### config.mk
export PLATFORM = sky130hd
export DESIGN_NAME = pcm_fifo_dreq
export DESIGN_NICKNAME = d
export VERILOG_FILES = /design/src/rtl/pcm_fifo_dreq_pkg.sv /design/src/rtl/pcm_fifo_dreq_store.sv /design/src/rtl/pcm_fifo_dreq_mark.sv /design/src/rtl/pcm_fifo_dreq_flush.sv /design/src/rtl/pcm_fifo_dreq.sv
export SDC_FILE = /design/constraint.sdc
export NUM_CORES = 2
export LEC_CHECK = 0
export BUFFER_PORTS_ARGS = -buffer_cell sky130_fd_sc_hd__buf_2
export CORE_MARGIN = 4
export CORE_UTILIZATION = 25
export CTS_BUF_LIST = sky130_fd_sc_hd__clkbuf_16
export CTS_CLUSTER_DIAMETER = 60
export CTS_CLUSTER_SIZE = 14
export DETAILED_ROUTE_END_ITERATION = 6
export GPL_TIMING_DRIVEN = 0
export SLEW_MARGIN = 10
export SYNTH_ARGS = -nofsm -noshare
export SYNTH_HDL_FRONTEND = slang
export SYNTH_SLANG_ARGS = --single-unit
### constraint.sdc
create_clock -name clk -period 4.77 [get_ports clk]
set_input_delay 0.477 -clock clk [delete_from_list [all_inputs] [get_ports clk]]
set_output_delay 0.477 -clock clk [all_outputs]
set_load 0.01 [all_outputs]
### src/rtl/pcm_fifo_dreq_pkg.sv
package pcm_fifo_dreq_pkg;

  typedef enum logic [2:0] {
    RA_CTRL   = 3'd0,
    RA_DATA   = 3'd1,
    RA_LEVELS = 3'd2,
    RA_IRQEN  = 3'd3,
    RA_IRQST  = 3'd4
  } reg_addr_e;

  // control word bit positions
  localparam int B_RXON  = 1;
  localparam int B_TXON  = 2;
  localparam int B_TXCLR = 3;
  localparam int B_RXCLR = 4;
  localparam int B_DMAEN = 9;
  localparam int B_TXERR = 15;
  localparam int B_RXERR = 16;
  localparam int B_TXW   = 17;
  localparam int B_RXR   = 18;
  localparam int B_RXD   = 20;
  localparam int B_TXE   = 21;
  localparam int B_ECHO  = 24;

  // interrupt bit positions
  localparam int I_TXW   = 0;
  localparam int I_RXR   = 1;
  localparam int I_TXERR = 2;
  localparam int I_RXERR = 3;
  localparam int IRQ_W   = 4;

  localparam logic [31:0] LEVELS_RST = 32'h1030_3020;

endpackage

### src/rtl/pcm_fifo_dreq_store.sv
module pcm_fifo_dreq_store #(
  parameter int DW    = 32,
  parameter int DEPTH = 64,
  localparam int AW   = $clog2(DEPTH),
  localparam int LW   = AW + 1
) (
  input  logic          clk,
  input  logic          rst,
  input  logic          flush,
  input  logic          push,
  input  logic [DW-1:0] wdata,
  input  logic          pop,
  output logic [DW-1:0] rdata,
  output logic [LW-1:0] level,
  output logic          full,
  output logic          empty
);

  logic [DW-1:0] mem [DEPTH];
  logic [AW-1:0] wp, rp;
  logic [LW-1:0] cnt;
  logic          do_push, do_pop;

  assign full    = (cnt == LW'(DEPTH));
  assign empty   = (cnt == '0);
  assign do_push = push && !full;
  assign do_pop  = pop && !empty;
  assign level   = cnt;

  // storage without reset so a block RAM can be inferred
  always_ff @(posedge clk) begin
    if (do_push && !flush) mem[wp] <= wdata;
  end

  always_ff @(posedge clk) begin
    if (do_pop) rdata <= mem[rp];
  end

  always_ff @(posedge clk) begin
    if (rst || flush) begin
      wp  <= '0;
      rp  <= '0;
      cnt <= '0;
    end else begin
      if (do_push) wp <= (wp == AW'(DEPTH - 1)) ? '0 : wp + 1'b1;
      if (do_pop)  rp <= (rp == AW'(DEPTH - 1)) ? '0 : rp + 1'b1;
      case ({do_push, do_pop})
        2'b10:   cnt <= cnt + 1'b1;
        2'b01:   cnt <= cnt - 1'b1;
        default: cnt <= cnt;
      endcase
    end
  end


  flush_empties_chk: assert property (@(posedge clk) disable iff (rst)
    flush |=> (level == '0));


  no_overflow_chk: assert property (@(posedge clk) disable iff (rst)
    (full && push && !pop && !flush) |=> full);

endmodule

### src/rtl/pcm_fifo_dreq_mark.sv
module pcm_fifo_dreq_mark #(
  parameter int LW    = 7,
  parameter int FW    = 8,
  parameter bit ABOVE = 1'b0,
  localparam int CW   = (LW > FW) ? LW : FW
) (
  input  logic          clk,
  input  logic          rst,
  input  logic          en,
  input  logic [LW-1:0] level,
  input  logic [FW-1:0] req_lvl,
  input  logic [FW-1:0] panic_lvl,
  output logic          need,
  output logic          dreq,
  output logic          panic
);

  logic [CW-1:0] lv, rq, pn;
  logic          urgent;

  assign lv = CW'(level);
  assign rq = CW'(req_lvl);
  assign pn = CW'(panic_lvl);

  generate
    if (ABOVE) begin : g_above
      assign need   = (lv > rq);
      assign urgent = (lv > pn);
    end else begin : g_below
      assign need   = (lv < rq);
      assign urgent = (lv < pn);
    end
  endgenerate

  always_ff @(posedge clk) begin
    if (rst) begin
      dreq  <= 1'b0;
      panic <= 1'b0;
    end else begin
      dreq  <= en && need;
      panic <= en && urgent;
    end
  end


  dma_off_quiet_chk: assert property (@(posedge clk) disable iff (rst)
    !en |=> (!dreq && !panic));

endmodule

### src/rtl/pcm_fifo_dreq_flush.sv
module pcm_fifo_dreq_flush #(
  parameter int TICKS = 2,
  localparam int CW   = $clog2(TICKS + 1)
) (
  input  logic clk,
  input  logic rst,
  input  logic start,
  input  logic tick,
  output logic pending,
  output logic fire
);

  logic [CW-1:0] cnt;

  assign pending = (cnt != '0);
  assign fire    = tick && (cnt == CW'(1));

  always_ff @(posedge clk) begin
    if (rst) begin
      cnt <= '0;
    end else if (start && !pending) begin
      cnt <= CW'(TICKS);
    end else if (tick && pending) begin
      cnt <= cnt - 1'b1;
    end
  end


  flush_window_chk: assert property (@(posedge clk) disable iff (rst)
    fire |=> !pending);

endmodule

### src/rtl/pcm_fifo_dreq.sv
module pcm_fifo_dreq
  import pcm_fifo_dreq_pkg::*;
#(
  parameter int DW          = 32,
  parameter int DEPTH       = 64,
  parameter int FW          = 8,
  parameter int CLR_TICKS   = 2,
  parameter int ECHO_STAGES = 2,
  localparam int LW         = $clog2(DEPTH) + 1
) (
  input  logic          clk,
  input  logic          rst,
  input  logic          cpu_wr,
  input  logic          cpu_rd,
  input  logic [2:0]    cpu_addr,
  input  logic [31:0]   cpu_wdata,
  output logic [31:0]   cpu_rdata,
  input  logic          pcm_tick,
  input  logic          tx_pop,
  output logic [DW-1:0] tx_data,
  input  logic          rx_push,
  input  logic [DW-1:0] rx_data,
  output logic          tx_dreq,
  output logic          tx_panic,
  output logic          rx_dreq,
  output logic          rx_panic,
  output logic          irq
);

  logic tx_on, rx_on, dma_en, tx_err, rx_err, echo_req;
  logic [ECHO_STAGES-1:0] echo_pipe;
  logic [31:0]            levels;
  logic [IRQ_W-1:0]       irq_en, irq_cond;

  logic wr_ctrl, wr_data, rd_data;
  logic [LW-1:0] tx_lvl, rx_lvl;
  logic tx_full, tx_empty, rx_full, rx_empty;
  logic tx_need, rx_need;
  logic tx_pend, rx_pend, tx_fire, rx_fire;
  logic tx_take, rx_take, echo_rb;
  logic [DW-1:0] rx_word;
  logic [31:0]   ctrl_view, rd_reg;
  logic          rd_from_fifo;

  assign wr_ctrl = cpu_wr && (cpu_addr == RA_CTRL);
  assign wr_data = cpu_wr && (cpu_addr == RA_DATA);
  assign rd_data = cpu_rd && (cpu_addr == RA_DATA);
  assign tx_take = tx_pop && tx_on;
  assign rx_take = rx_push && rx_on;
  assign echo_rb = echo_pipe[ECHO_STAGES-1];

  pcm_fifo_dreq_store #(.DW(DW), .DEPTH(DEPTH)) u_txq (
    .clk(clk), .rst(rst), .flush(tx_fire),
    .push(wr_data), .wdata(cpu_wdata[DW-1:0]),
    .pop(tx_take), .rdata(tx_data),
    .level(tx_lvl), .full(tx_full), .empty(tx_empty)
  );

  pcm_fifo_dreq_store #(.DW(DW), .DEPTH(DEPTH)) u_rxq (
    .clk(clk), .rst(rst), .flush(rx_fire),
    .push(rx_take), .wdata(rx_data),
    .pop(rd_data), .rdata(rx_word),
    .level(rx_lvl), .full(rx_full), .empty(rx_empty)
  );

  pcm_fifo_dreq_mark #(.LW(LW), .FW(FW), .ABOVE(1'b0)) u_txmark (
    .clk(clk), .rst(rst), .en(dma_en), .level(tx_lvl),
    .req_lvl(levels[8 +: FW]), .panic_lvl(levels[24 +: FW]),
    .need(tx_need), .dreq(tx_dreq), .panic(tx_panic)
  );

  pcm_fifo_dreq_mark #(.LW(LW), .FW(FW), .ABOVE(1'b1)) u_rxmark (
    .clk(clk), .rst(rst), .en(dma_en), .level(rx_lvl),
    .req_lvl(levels[0 +: FW]), .panic_lvl(levels[16 +: FW]),
    .need(rx_need), .dreq(rx_dreq), .panic(rx_panic)
  );

  pcm_fifo_dreq_flush #(.TICKS(CLR_TICKS)) u_txclr (
    .clk(clk), .rst(rst), .start(wr_ctrl && cpu_wdata[B_TXCLR]),
    .tick(pcm_tick), .pending(tx_pend), .fire(tx_fire)
  );

  pcm_fifo_dreq_flush #(.TICKS(CLR_TICKS)) u_rxclr (
    .clk(clk), .rst(rst), .start(wr_ctrl && cpu_wdata[B_RXCLR]),
    .tick(pcm_tick), .pending(rx_pend), .fire(rx_fire)
  );

  // control and level registers, sticky errors with write-one-to-clear
  always_ff @(posedge clk) begin
    if (rst) begin
      tx_on    <= 1'b0;
      rx_on    <= 1'b0;
      dma_en   <= 1'b0;
      echo_req <= 1'b0;
      tx_err   <= 1'b0;
      rx_err   <= 1'b0;
      levels   <= LEVELS_RST;
      irq_en   <= '0;
    end else begin
      if (wr_ctrl) begin
        tx_on    <= cpu_wdata[B_TXON];
        rx_on    <= cpu_wdata[B_RXON];
        dma_en   <= cpu_wdata[B_DMAEN];
        echo_req <= cpu_wdata[B_ECHO];
      end
      if (cpu_wr && cpu_addr == RA_LEVELS) levels <= cpu_wdata;
      if (cpu_wr && cpu_addr == RA_IRQEN)  irq_en <= cpu_wdata[IRQ_W-1:0];
      if (tx_take && tx_empty)            tx_err <= 1'b1;
      else if (wr_ctrl && cpu_wdata[B_TXERR]) tx_err <= 1'b0;
      if (rx_take && rx_full)             rx_err <= 1'b1;
      else if (wr_ctrl && cpu_wdata[B_RXERR]) rx_err <= 1'b0;
    end
  end

  // echo bit crosses the PCM edges before it is visible
  always_ff @(posedge clk) begin
    if (rst) echo_pipe <= '0;
    else if (pcm_tick) echo_pipe <= {echo_pipe[ECHO_STAGES-2:0], echo_req};
  end

  always_comb begin
    ctrl_view          = '0;
    ctrl_view[B_RXON]  = rx_on;
    ctrl_view[B_TXON]  = tx_on;
    ctrl_view[B_TXCLR] = tx_pend;
    ctrl_view[B_RXCLR] = rx_pend;
    ctrl_view[B_DMAEN] = dma_en;
    ctrl_view[B_TXERR] = tx_err;
    ctrl_view[B_RXERR] = rx_err;
    ctrl_view[B_TXW]   = tx_need;
    ctrl_view[B_RXR]   = rx_need;
    ctrl_view[B_RXD]   = !rx_empty;
    ctrl_view[B_TXE]   = tx_empty;
    ctrl_view[B_ECHO]  = echo_rb;
  end

  always_comb begin
    irq_cond          = '0;
    irq_cond[I_TXW]   = tx_need;
    irq_cond[I_RXR]   = rx_need;
    irq_cond[I_TXERR] = tx_err;
    irq_cond[I_RXERR] = rx_err;
  end

  always_ff @(posedge clk) begin
    if (rst) begin
      rd_reg       <= '0;
      rd_from_fifo <= 1'b0;
      irq          <= 1'b0;
    end else begin
      irq <= |(irq_en & irq_cond);
      if (cpu_rd) begin
        rd_from_fifo <= (cpu_addr == RA_DATA);
        case (cpu_addr)
          RA_CTRL:   rd_reg <= ctrl_view;
          RA_LEVELS: rd_reg <= levels;
          RA_IRQEN:  rd_reg <= 32'(irq_en);
          RA_IRQST:  rd_reg <= 32'(irq_cond);
          default:   rd_reg <= '0;
        endcase
      end
    end
  end

  assign cpu_rdata = rd_from_fifo ? 32'(rx_word) : rd_reg;


  tx_err_sticky_chk: assert property (@(posedge clk) disable iff (rst)
    (tx_err && !(wr_ctrl && cpu_wdata[B_TXERR])) |=> tx_err);


  rx_err_sticky_chk: assert property (@(posedge clk) disable iff (rst)
    (rx_err && !(wr_ctrl && cpu_wdata[B_RXERR])) |=> rx_err);


  echo_hold_chk: assert property (@(posedge clk) disable iff (rst)
    !pcm_tick |=> $stable(echo_rb));


  irq_gate_chk: assert property (@(posedge clk) disable iff (rst)
    (irq_en == '0) |=> !irq);


  tx_idle_chk: assert property (@(posedge clk) disable iff (rst)
    (!tx_on && !wr_data && !tx_fire) |=> $stable(tx_lvl));

endmodule

==> flow_summary.ini <==
[grt]
grt_pass1_vias = 80400
grt_pass1_wl_um = 693000
antenna_found_initial = 67
grt-ovfl-total = 0
grt_start_max_net_pins = 68
grt_use_total_pct = 14.7

[status]
violations = max-capacitance violations, max-slew violations, negative setup slack
status = finished, violations left

[power_and_ir_drop]
p_total_mw = 69.0
power_density_nw_per_um2 = 359
p_leak_nw = 56.4
clockPowerShare_pct = 38.8
power.switching_mw = 14.2
ir_drop_uv = 365
p_sw_share_pct = 20.6
combPwrFrac_pct = 1.4
seqPwrFrac_pct = 59.8
p_int_mw = 54.8

[worst_setup_path]
timing.rr.end = u_txq.rdata[13]
r2r_cells = 8
crit_start = u_txq.rp[1]
crit_type = reg -> reg
cp_data_required_time_ns = 5.35
path_max_fanout = 10
reg2reg_setup_slack_ns = -0.17
worstSetupStartpointType = flop
end_kind = flop
arrival_ns = 5.52
rr_startpoint = u_txq.rp[1]
worstSetupEndpoint = u_txq.rdata[13]

[yosys]
synth_cell_types = 63
synth-seq-cells = 4284
synth_common_cells = 4160 x edfxtp_1, 1148 x mux4_2, 283 x nor2_1
synthCells = 7264
yosysTopAreaCell = edfxtp_1
yosysWarningCount = 0
async_flop_share_pct = 0
syn-cell-area_um2 = 164000
avgSynthCellArea_um2 = 22.6
dominantRegCellSynth = edfxtp_1
netlist_top_cells_area = edfxtp_1 76%, mux4_2 16%, dfxtp_1 1.5%
seq_area_frac_synth_pct = 77.5
synth_fp_nets = 7386
synth_edf_count = 4160
synthDominantCellAreaShare_pct = 76.0
synth.most_common_cell = edfxtp_1

[clock_tree]
htreeDepth = 5
insertion_delay_ns = 1.01
cts.sinks = 4284
numCtsBuffers = 353
max-clock-path-buffers = 4
clk_pin_slew_ns = 0.07
cts_root_buf = clkbuf_16
cts_tree = done
cts_setup_buffers = 0

[floorplanning]
io_pins = 143
die_height_um = 819
die_x_um = 819
die_area_um2 = 671000
start_util_pct = 25.1
row_count = 297
core-area_um2 = 655000

[sta]
finalHoldViolCount = 0
period_share_pct = 104
clock_skew_ns = 0.0635
tightest_slew_ns = 1.51
layout_min_cycle_time_ns = 4.94
finalSetupViolCount = 4
fin_ws_ns = -0.169
slew_headroom_pct = -1.33
slew_viol_final = 2
rsz0062_at_grt = false
fmax_mhz = 202

[detailed_routing]
wl_um = 512000
drt_iter0_drc = 13900
drt-wirelength-per-cell_um = 30.5
drc = 0
ant_nets = 0
firstDrtPassIters = 5
vias = 83500
routed_via_density = 4.97

[placement]
dpl.cell_count = 16300
place_area_um2 = 182000
port_buffers = 139
dp_hpwl_um = 344000
gp_congestion = 0.832

[cells_and_area]
drive_gt1_share_pct = 28.5
fillers = 63000
nets = 8117
fin_area_um2 = 192000
areaGrowthSynthToFinish_pct = 16.9
fin_cells = 16800
reg_top3 = u_rxq.mem x2048, u_txq.mem x2048
final_core_util_pct = 29.4

[flow_run]
max-cap-violations = 1

[min_path]
hp-class = in -> reg
hold_depth = 1
[metrics by stage]
| stage | setup slack [ns] | setup TNS, ns | hold slack (ns) |
|---|---|---|---|
| 2_1_floorplan | 0.661 | 0 | 0.436 |
| 3_3_place_gp | -2.45 | -8103.20 | 0.451 |
| 3_5_place_dp | -0.262 | -1.23 | 0.454 |
| 4_1_cts | 0.0203 | 0 | 0.0351 |
| 5_1_grt | 0.0110 | 0 | 0.0266 |
| 6_report | -0.169 | -0.350 | 0.0287 |
[how the worst min path moves through the flow]
stage / endpoint / from / slack, ns
6_report: u_rxq.mem[39][30] / rx_data[30] / 0.03
3_3_place_gp: levels[3] / levels[3] / 0.45
5_1_grt: u_txq.mem[2][14] / cpu_wdata[14] / 0.03
3_5_place_dp: levels[3] / levels[3] / 0.45
4_1_cts: u_txq.mem[36][27] / cpu_wdata[27] / 0.04
2_1_floorplan: levels[3] / levels[3] / 0.44
[power groups by stage]
stage	sequential, mW	combinational (mW)	clock [mW]
after floorplan	42.1	0.156	0
after global placement	42.1	0.857	0
after detailed placement	42.1	0.911	0
after CTS	41.3	0.921	27.0
after global routing	41.2	1.01	28.6
final	41.3	0.962	26.8
[what timing repair did]
item,in CTS,in global routing
resized for setup,1,0
endpoints found under the setup margin,8,0
hold buffers,9,3
endpoints found under the hold margin,102,52
[worst max-delay path: stages, from the launching register on]
cell and delay [ns]:
dfxtp_1 0.34, buf_2 0.17, buf_2 0.45, buf_2 0.46
buf_2 0.47, buf_1 1.06, mux4_2 0.45, a22oi_1 0.58
o21ai_1 0.50
[placed cells by master, fill, tap and decap left out, types with 46 or more instances in the layout]
cell,instances
a22oi_1,77
clkbuf_16,356
inv_1,101
nand2_1,187
clkbuf_1,149
ha_1,46
edfxtp_1,4160
mux2i_1,179
nor2_1,154
buf_2,227
o21ai_0,50
dfxtp_1,124
buf_12,119
nor2_4,128
buf_16,104
mux4_2,1148
buf_4,85
a21oi_1,106
[layer usage]
layer	track usage [%]	up-vias	routed length [um]
li1	-	32100	-
met1	19.7	45200	195000
met2	22.9	5275	235000
met3	4.48	933	63300
met4	4.68	42	18600
met5	0	-	466
[final cells by class]
| type | instances | area, um^2 | area share, % |
|---|---|---|---|
| Antenna cell | 28 | 70.1 | 0.0364 |
| Buffer | 394 | 1990 | 1.04 |
| Clock buffer | 356 | 8910 | 4.63 |
| Clock inverter | 105 | 786 | 0.409 |
| Inverter | 44 | 165 | 0.0859 |
| Multi-Input combinational cell | 2541 | 35900 | 18.7 |
| Sequential cell | 4284 | 127000 | 66.3 |
| Tap cell | 8671 | 10800 | 5.64 |
| Timing Repair Buffer | 377 | 6210 | 3.23 |
[cell families after synthesis]
| kind of cell | synth area share, % |
|---|---|
| fa+ha+maj | 0.374 |
| mux | 17.1 |
| buf+inv | 1.30 |
| simple gates | 1.70 |
| compound gates | 1.91 |
| xor+xnor | 0.112 |
| flops | 77.5 |
(Power assumes the default switching activity.)
